==> src/rtl/hgc_pkg.sv <==
// Shared encodings for the hysteresis grid current controller.
// Assumes a full bridge with two legs and a two-bit command per leg.
package hgc_pkg;

    localparam int LEGS   = 2;
    localparam int GATE_W = 2 * LEGS;

    // Gate bit order: 0 leg A high, 1 leg A low, 2 leg B high, 3 leg B low.
    localparam logic [GATE_W-1:0] GATES_OFF = 4'b0000;
    localparam logic [GATE_W-1:0] GATES_POS = 4'b1001;
    localparam logic [GATE_W-1:0] GATES_NEG = 4'b0110;

    typedef enum logic [1:0] {
        REQ_HOLD = 2'd0,
        REQ_POS  = 2'd1,
        REQ_NEG  = 2'd2
    } hgc_req_e;

endpackage

==> src/rtl/hgc_bus_arm.sv <==
// Bus-voltage arming latch.
// Sets once a strobed bus sample exceeds the trip level and clears only on reset.
// Also offers the combined "armed by now" flag for the sample being processed.
module hgc_bus_arm #(
    parameter int DATA_W = 32,
    parameter int TRIP_Q = 54 * 65536
) (
    input  logic                     clk,
    input  logic                     rst_n,
    input  logic                     smp_vld,
    input  logic signed [DATA_W-1:0] v_bus,
    output logic                     armed,
    output logic                     arm_now
);
    localparam logic signed [DATA_W:0] TRIP_X = (DATA_W+1)'(TRIP_Q);

    logic                   over_trip;
    logic signed [DATA_W:0] bus_x;

    // Purpose: sign-extend the bus sample and compare it strictly against the trip level.
    always_comb begin
        bus_x     = {v_bus[DATA_W-1], v_bus};
        over_trip = bus_x > TRIP_X;
        arm_now   = armed | (smp_vld & over_trip);
    end

    // Purpose: sticky arming register.
    always_ff @(posedge clk) begin
        if (!rst_n) armed <= 1'b0;
        else        armed <= arm_now;
    end

    assert_arm_sticky_R6: assert property (@(posedge clk) disable iff (!rst_n)
        armed |=> armed);

endmodule

==> src/rtl/hgc_band_cmp.sv <==
// Band comparator and dead-zone detector.
// Works one bit wider than the data so that reference +/- band cannot wrap.
// Purely combinational; the caller decides when a result is used.
module hgc_band_cmp
    import hgc_pkg::*;
#(
    parameter int DATA_W = 32,
    parameter int BAND_Q = 65536,
    parameter int DZ_Q   = 19660
) (
    input  logic signed [DATA_W-1:0] i_meas,
    input  logic signed [DATA_W-1:0] i_target,
    output hgc_req_e                 req,
    output logic                     in_dz
);
    localparam int EXT_W = DATA_W + 1;
    localparam logic signed [EXT_W-1:0] BAND_X = EXT_W'(BAND_Q);
    localparam logic signed [EXT_W-1:0] DZ_X   = EXT_W'(DZ_Q);

    logic signed [EXT_W-1:0] meas_x, tgt_x, upper_x, lower_x;

    // Purpose: widen the operands and form the hysteresis bounds.
    always_comb begin
        meas_x  = {i_meas[DATA_W-1], i_meas};
        tgt_x   = {i_target[DATA_W-1], i_target};
        upper_x = tgt_x + BAND_X;
        lower_x = tgt_x - BAND_X;
    end

    // Purpose: classify the current against the band and flag the zero-crossing zone.
    always_comb begin
        in_dz = (tgt_x >= -DZ_X) && (tgt_x <= DZ_X);
        if (meas_x < lower_x)      req = REQ_POS;
        else if (meas_x > upper_x) req = REQ_NEG;
        else                       req = REQ_HOLD;
    end

endmodule

==> src/rtl/hgc_gate_reg.sv <==
// Gate command register with forced-off conditions and a per-leg interlock.
// Assumes req/in_dz/arm_now describe the sample present in the same cycle.
module hgc_gate_reg
    import hgc_pkg::*;
(
    input  logic              clk,
    input  logic              rst_n,
    input  logic              en_n,
    input  logic              smp_vld,
    input  logic              arm_now,
    input  logic              in_dz,
    input  hgc_req_e          req,
    output logic [GATE_W-1:0] gates
);
    logic [GATE_W-1:0] want;
    logic [LEGS-1:0]   leg_clash;
    logic              legal;

    // Purpose: choose the next command from enable, strobe, arming, dead zone and band result.
    always_comb begin
        want = gates;
        if (en_n) begin
            want = GATES_OFF;
        end else if (smp_vld) begin
            if (!arm_now || in_dz) begin
                want = GATES_OFF;
            end else begin
                case (req)
                    REQ_POS: want = GATES_POS;
                    REQ_NEG: want = GATES_NEG;
                    default: want = gates;
                endcase
            end
        end
    end

    // Per-leg shoot-through detection on the candidate command.
    for (genvar l = 0; l < LEGS; l++) begin : g_leg
        assign leg_clash[l] = want[2*l] & want[2*l+1];
    end

    assign legal = ~|leg_clash;

    // Purpose: register the command, dropping any that would short a leg.
    always_ff @(posedge clk) begin
        if (!rst_n)     gates <= GATES_OFF;
        else if (legal) gates <= want;
        else            gates <= GATES_OFF;
    end

    assert_leg_a_excl_R10: assert property (@(posedge clk) disable iff (!rst_n)
        !(gates[0] && gates[1]));
    assert_leg_b_excl_R10: assert property (@(posedge clk) disable iff (!rst_n)
        !(gates[2] && gates[3]));
    assert_enable_off_R8: assert property (@(posedge clk) disable iff (!rst_n)
        en_n |=> (gates == GATES_OFF));
    assert_no_sample_hold_R9: assert property (@(posedge clk) disable iff (!rst_n)
        (!en_n && !smp_vld) |=> $stable(gates));
    assert_dead_zone_off_R7: assert property (@(posedge clk) disable iff (!rst_n)
        (smp_vld && in_dz) |=> (gates == GATES_OFF));

endmodule

==> src/rtl/hyst_grid_ctrl.sv <==
// Hysteresis grid current controller, top level.
// Inputs are signed Q16.16; one sample per asserted smp_vld.
// Gate commands are registered: a sample at edge k shows after edge k.
module hyst_grid_ctrl
    import hgc_pkg::*;
#(
    parameter int DATA_W = 32,
    parameter int FRAC_W = 16,
    parameter int BAND_Q = 1 << FRAC_W,
    parameter int DZ_Q   = (3 << FRAC_W) / 10,
    parameter int TRIP_Q = 54 << FRAC_W
) (
    input  logic                     clk,
    input  logic                     rst_n,
    input  logic                     en_n,
    input  logic                     smp_vld,
    input  logic signed [DATA_W-1:0] i_meas,
    input  logic signed [DATA_W-1:0] i_target,
    input  logic signed [DATA_W-1:0] v_bus,
    output logic [GATE_W-1:0]        gates
);
    logic     armed;
    logic     arm_now;
    logic     in_dz;
    hgc_req_e req;

    hgc_bus_arm #(
        .DATA_W (DATA_W),
        .TRIP_Q (TRIP_Q)
    ) u_arm (
        .clk     (clk),
        .rst_n   (rst_n),
        .smp_vld (smp_vld),
        .v_bus   (v_bus),
        .armed   (armed),
        .arm_now (arm_now)
    );

    hgc_band_cmp #(
        .DATA_W (DATA_W),
        .BAND_Q (BAND_Q),
        .DZ_Q   (DZ_Q)
    ) u_cmp (
        .i_meas   (i_meas),
        .i_target (i_target),
        .req      (req),
        .in_dz    (in_dz)
    );

    hgc_gate_reg u_gate (
        .clk     (clk),
        .rst_n   (rst_n),
        .en_n    (en_n),
        .smp_vld (smp_vld),
        .arm_now (arm_now),
        .in_dz   (in_dz),
        .req     (req),
        .gates   (gates)
    );

    assert_off_until_armed_R5: assert property (@(posedge clk) disable iff (!rst_n)
        !armed |-> (gates == GATES_OFF));

endmodule

==> config.mk <==
export PLATFORM = sky130hd
export DESIGN_NAME = hyst_grid_ctrl
export DESIGN_NICKNAME = d
export VERILOG_FILES = /design/src/rtl/hgc_pkg.sv /design/src/rtl/hgc_bus_arm.sv /design/src/rtl/hgc_band_cmp.sv /design/src/rtl/hgc_gate_reg.sv /design/src/rtl/hyst_grid_ctrl.sv
export SDC_FILE = /design/constraint.sdc
export NUM_CORES = 1
export LEC_CHECK = 0
export ABC_AREA = 1
export BUFFER_PORTS_ARGS = -buffer_cell sky130_fd_sc_hd__buf_2
export CELL_PAD_IN_SITES_DETAIL_PLACEMENT = 1
export CELL_PAD_IN_SITES_GLOBAL_PLACEMENT = 1
export CORE_MARGIN = 2
export CORE_UTILIZATION = 36
export DETAILED_ROUTE_END_ITERATION = 8
export GPL_TIMING_DRIVEN = 0
export PLACE_DENSITY = 0.95
export SYNTH_ARGS = -nofsm -noshare
export SYNTH_HDL_FRONTEND = slang
export SYNTH_SLANG_ARGS = --single-unit
==> constraint.sdc <==
create_clock -name clk -period 5.5 [get_ports clk]
set_input_delay 1.1 -clock clk [delete_from_list [all_inputs] [get_ports clk]]
set_output_delay 1.1 -clock clk [all_outputs]
set_load 0.02 [all_outputs]
; Word-level counts from Yosys, hierarchy flattened
; Index checks and enable logic that the tools add are counted.
[totals]
regBits = 5
inputBits = 100
[classes]
eq_ne = 2
add_sub_neg = 2
reduce_logical = 4
magnitude_cmp = 5
bitwise = 5
muxes = 6
[op_table]
columns = op, count
row1 = adder 32 x 18 -> 33 bit (second input constant), 1
row2 = greater-than comparator 32 x 33 -> 1 bit, 1
row3 = less-than comparator 32 x 33 -> 1 bit, 1
row4 = subtractor 32 x 18 -> 33 bit (second input constant), 1
row5 = >= comparator 32 x 16 -> 1 bit (second input constant), 1
row6 = greater-than comparator 32 x 23 -> 1 bit (second input constant), 1
row7 = less-or-equal comparator 32 x 16 -> 1 bit (second input constant), 1
row8 = two-way mux 4 bit, 3
row9 = one-hot mux 4 bit (2 select lines), 1
row10 = two-way mux 2 bit, 2
row11 = AND 1 bit, 3
row12 = OR reduction 3 bit, 1
row13 = == test 2 x 1 -> 1 bit (second input constant), 1
row14 = == test 2 bit (second input constant), 1
row15 = logical AND 1 bit, 1
row16 = zero test 1 bit, 1
row17 = logical OR 1 bit, 1
row18 = inverter 1 bit, 1
row19 = OR 1 bit, 1

; Depth between registers and ports, before layout
[depth]
ltp_word = 11
mapped_depth = 26

; Hierarchy
; From an unflattened synthesis, not the netlist that was laid out.
[unflattened]
cells_unflattened = 479
area_unflattened_um2 = 2708.8
[modules_own_cells]
columns = module, instances, area_each_um2, seq_area_each_um2, cells_each
row1 = hgc_band_cmp, 1, 2137.0, 0.0, 365
row2 = hgc_gate_reg, 1, 319.1, 80.1, 54
row3 = hgc_bus_arm, 1, 252.7, 20.0, 60

; Worst setup path before layout
; OpenSTA, ideal clock, no wires.
[synth_timing]
path_type = input to register
from = in i_target[18]
to = reg u_gate.gates[0]
n_path_buf = 1
setup_time_ns = 0.111
t_arrival_ns = 3.597
path_slack_ns = 1.792
cell_stages = 23
path_cell_list = buf_6 nor2_2 nand2_1 nor3_2 nand4_1 nor3_2 nand2_2 nor3_2 xor2_1 ha_1 nand4_1 nor2_1 nand3_1 nor2_1 nor2_1 nand2_1 nand2_1 nand2_1 nand3_1 a21oi_2 nand3_2 nand4_1 inv_1
[synth_via]
elab_chain_cells = 11
word_cells_on_any_way = 19
[synth_lines]
columns = item, line_no
row1 = "start, declared", hyst_grid_ctrl.sv:18  ; input logic signed [DATA_W-1:0] i_target,
row2 = adder 32 x 18 -> 33 bit, hgc_band_cmp.sv:26  ; upper_x = tgt_x + BAND_X;
row3 = greater-than comparator 32 x 33 -> 1 bit, hgc_band_cmp.sv:34  ; else if (meas_x > upper_x) req = REQ_NEG;
row4 = two-way mux 2 bit, hgc_band_cmp.sv:34
row5 = two-way mux 2 bit, hgc_band_cmp.sv:33  ; if (meas_x < lower_x) req = REQ_POS;
row6 = == test 2 bit / == test 2 x 1 -> 1 bit (equally long branches), hgc_gate_reg.sv:28  ; case (req)
row7 = one-hot mux 4 bit (2 select lines), hgc_gate_reg.sv:28
row8 = two-way mux 4 bit *, hgc_gate_reg.sv:25  ; if (!arm_now || in_dz) begin
row9 = two-way mux 4 bit *, hgc_gate_reg.sv:24  ; end else if (smp_vld) begin
row10 = two-way mux 4 bit *, hgc_gate_reg.sv:22  ; if (en_n) begin
row11 = AND 1 bit, hgc_gate_reg.sv:39  ; assign leg_clash[l] = want[2*l] & want[2*l+1];
row12 = OR reduction 3 bit (no source line), --
row13 = "end signal, assigned", hgc_gate_reg.sv:47  ; else if (legal) gates <= want;
row14 = "end, declared", hgc_gate_reg.sv:13  ; output logic [GATE_W-1:0] gates
; Mark *: on every way between the ends. The rest lies on a longest branch, timed or not.
; A chain may end at the register's enable or synchronous reset.

; Final worst setup path
[layout_timing]
from = in i_target[16]
to = reg u_gate.gates[3]
; Same word-level chain as after synthesis.

==> metrics.txt <==
Util after Layout=0.4714; Pre-antenna DRT Iters=4; FP Rows=30; xor and xnor area share after synthesis=0.08758; clock network power share=0.216; Initial Util=0.3764; worst hold path type=flop to flop; global-route wire length before repair=13750 microns; Simple-Gate Fraction of Synth Area=0.4206; Vias per Instance=4.962; Post-CTS Setup Inserts=0; Synth area leader=ha_1; CP Buf/Inv Count=5; Pwr Density=98.88 mW/mm^2; post-synthesis sequential area ratio=0.03850; Yosys top cell area share=0.2454; PostCTS Resize Cnt=0; RD Place Congestion=0.8650; initial drt markers=108; CP dominant cell by count=nand2_1; worst path arrival time=4.40 ns; YS warnings=0; drt total wl=8268 microns; Post-DRT Antenna Nets=0; crit start category=input port; Int Power=0.1764 mW; most frequent cells in the layout=nand2_1, buf_2, inv_1, nor2_1, ha_1; Root Buffer Master=clkbuf_8; post-synth net total=592; post-DP HPWL=7571 microns; Final TNS setup=0 ns; # setup viols final=0; Die W=88.99 microns; period utilization=0.7787; max-cap violation count=0; min Tclk post-route=4.283 ns; slowest CP cell=nor4b_1; die area=0.007918 sq mm; num ports=104; Crit Path Class=input port to flop; CP delay by family, top=simple AND/OR/NAND/NOR gates; Distinct cells, synth=38; Slew Limit Fails=0; synthesized area=0.002600 sq mm; f_max=0.2335 GHz; unrepaired setup endpoints after global routing=no; max_slew headroom=0.5035; Fin. Hold Viols=0; Placed Area=0.003211 sq mm; Slew @ Worst Pin=0.7344 ns; status=completed; Post-Synth Adder-Cell Area=0.2454; clock sink count=5; ANT cells=0; Tot GR Track Use=0.2113; TritonCTS Buffers=3; CORE AREA=0.006907 sq mm; Clock Tree Buf Depth=2; htree depth=1; P_sw=0.1455 mW; grt total ovfl=0; Tot Pwr=0.3219 mW; critical path capture point type=flop; Comb pwr share=0.663; largest net degree at the start of global routing=9; Fin Hold WS=0.4689 ns; Worst Path Required=5.61 ns; post-synthesis mux area share=0; number of global-route vias before repair=3379; DRC viols=0; Via Count=3171; LEAKAGE=1.887 nW; max incr delay on CP=0.62 ns; layout cells sized above 1=0.2357; peak supply drop=0.00004157 V; Hold-fix buffers, CTS=0; CTS tree=yes; area delta synth->final=25.22%; crit path max fanout=4; nets@finish=695; initial antenna violation count=0; Seq cells post-synth=5; Mapped Cells=441; syn_area_per_cell=5.896 sq um; Worst Skew=0.004794 ns; worst path cell trace=buf_2 > inv_1 > ha_1 > nand2_4 > nor4b_1 > nand2_1 > xor2_1 > ha_1 > nand2_1 > inv_1 > nand3_1 > nor2_1 > nand3_1 > inv_1 > nand2_1 > nand2_1 > nand2_1 > nand2_1 > nand3_1 > a21oi_2 > nand3_2 > nand4_1 > inv_1; Worst-path clk slew=0.04 ns; largest family of logic cells by synthesized area=simple AND/OR/NAND/NOR gates; worst skew pair latency=0.23 ns; WL/cell=12.94 microns; Synth Area in Compound Gates=0.08614; IO Port Bufs=98; register share of total power=0.120; final instance area=0.003256 sq mm; Switching Fraction=0.4521; die height=88.99 microns; Area contributors post-synth=ha_1, nand2_1, inv_1; most common cell after layout, fill and taps aside=nand2_1
cell families after synthesis:
| family | Yosys count |
|---|---|
| and+or+nand+nor | 238 |
| buffers and inverters | 81 |
| adders and majority gates | 51 |
| AOI/OAI and AO/OA | 40 |
| xor gates and xnor gates | 26 |
| DFF | 5 |
layer usage:
layer,vias to the layer above,track usage,routed length (microns)
li1,1609,-,-
met1,1466,0.2485,3542
met2,82,0.4179,4233
met3,14,0.01385,387
met4,0,0.04071,104
met5,-,0,0
power by group through the flow:
| stage | sequential (mW) | clock [mW] | combinational, mW |
|---|---|---|---|
| 2_1_floorplan | 0.0406 | 0 | 0.127 |
| 3_3_place_gp | 0.0392 | 0 | 0.195 |
| 3_5_place_dp | 0.0393 | 0 | 0.213 |
| 4_1_cts | 0.0388 | 0.0696 | 0.215 |
| 5_1_grt | 0.0388 | 0.0728 | 0.244 |
| 6_report | 0.0388 | 0.0696 | 0.214 |
sequential cells by signal, summed over array words and instances, names as in the netlist:
name and cells:
u_gate.gates 4, u_arm.armed 1
layout make-up:
| type | count | area [sq um] |
|---|---|---|
| fillers | 1041 | 3651 |
| multi-input cells | 355 | 2183 |
| repair buffers | 98 | 490.5 |
| inverters | 76 | 285.3 |
| well taps | 96 | 120.1 |
| flip-flops and latches | 5 | 100.1 |
| clock buffers | 4 | 45.04 |
| plain buffers | 5 | 31.28 |
synthesized netlist by cell type (all sizes together):
master,n
nand2,125
inv,76
nor2,58
ha,51
nand3,26
a21oi,25
xor2,22
nand4,12
nor3,9
o21ai,7
dfxtp,5
xnor2,4
a21o,3
buf,3
nand3b,3
a31oi,2
and2,2
clkbuf,2
or2,2
a21boi,1
nor4b,1
o211ai,1
o22ai,1
worst register-to-register path, delay by kind of cell (launching register included):
family                 cells  cell delay (ns)
AO/OA/AOI/OAI              1             0.22
buffers and inverters      3             0.16
flip-flops                 1             0.30
AND/OR/NAND/NOR            5             0.42
per-stage QoR:
stage	setup slack [ns]	cells
after floorplan	1.792	441
after global placement	1.185	635
after detailed placement	1.026	635
after CTS	1.214	639
after global routing	0.8004	639
final	1.217	639
final timing paths:
check | start | to | slack [ns] | depth (start not counted)
setup reg to reg | u_arm.armed | u_gate.gates[3] | 4.29 | 9
hold reg to reg | u_arm.armed | u_arm.armed | 0.47 | 2
hold / removal | u_arm.armed | u_arm.armed | 0.47 | 2
setup / recovery | i_target[16] | u_gate.gates[3] | 1.22 | 23
(Power assumes the default switching activity.)
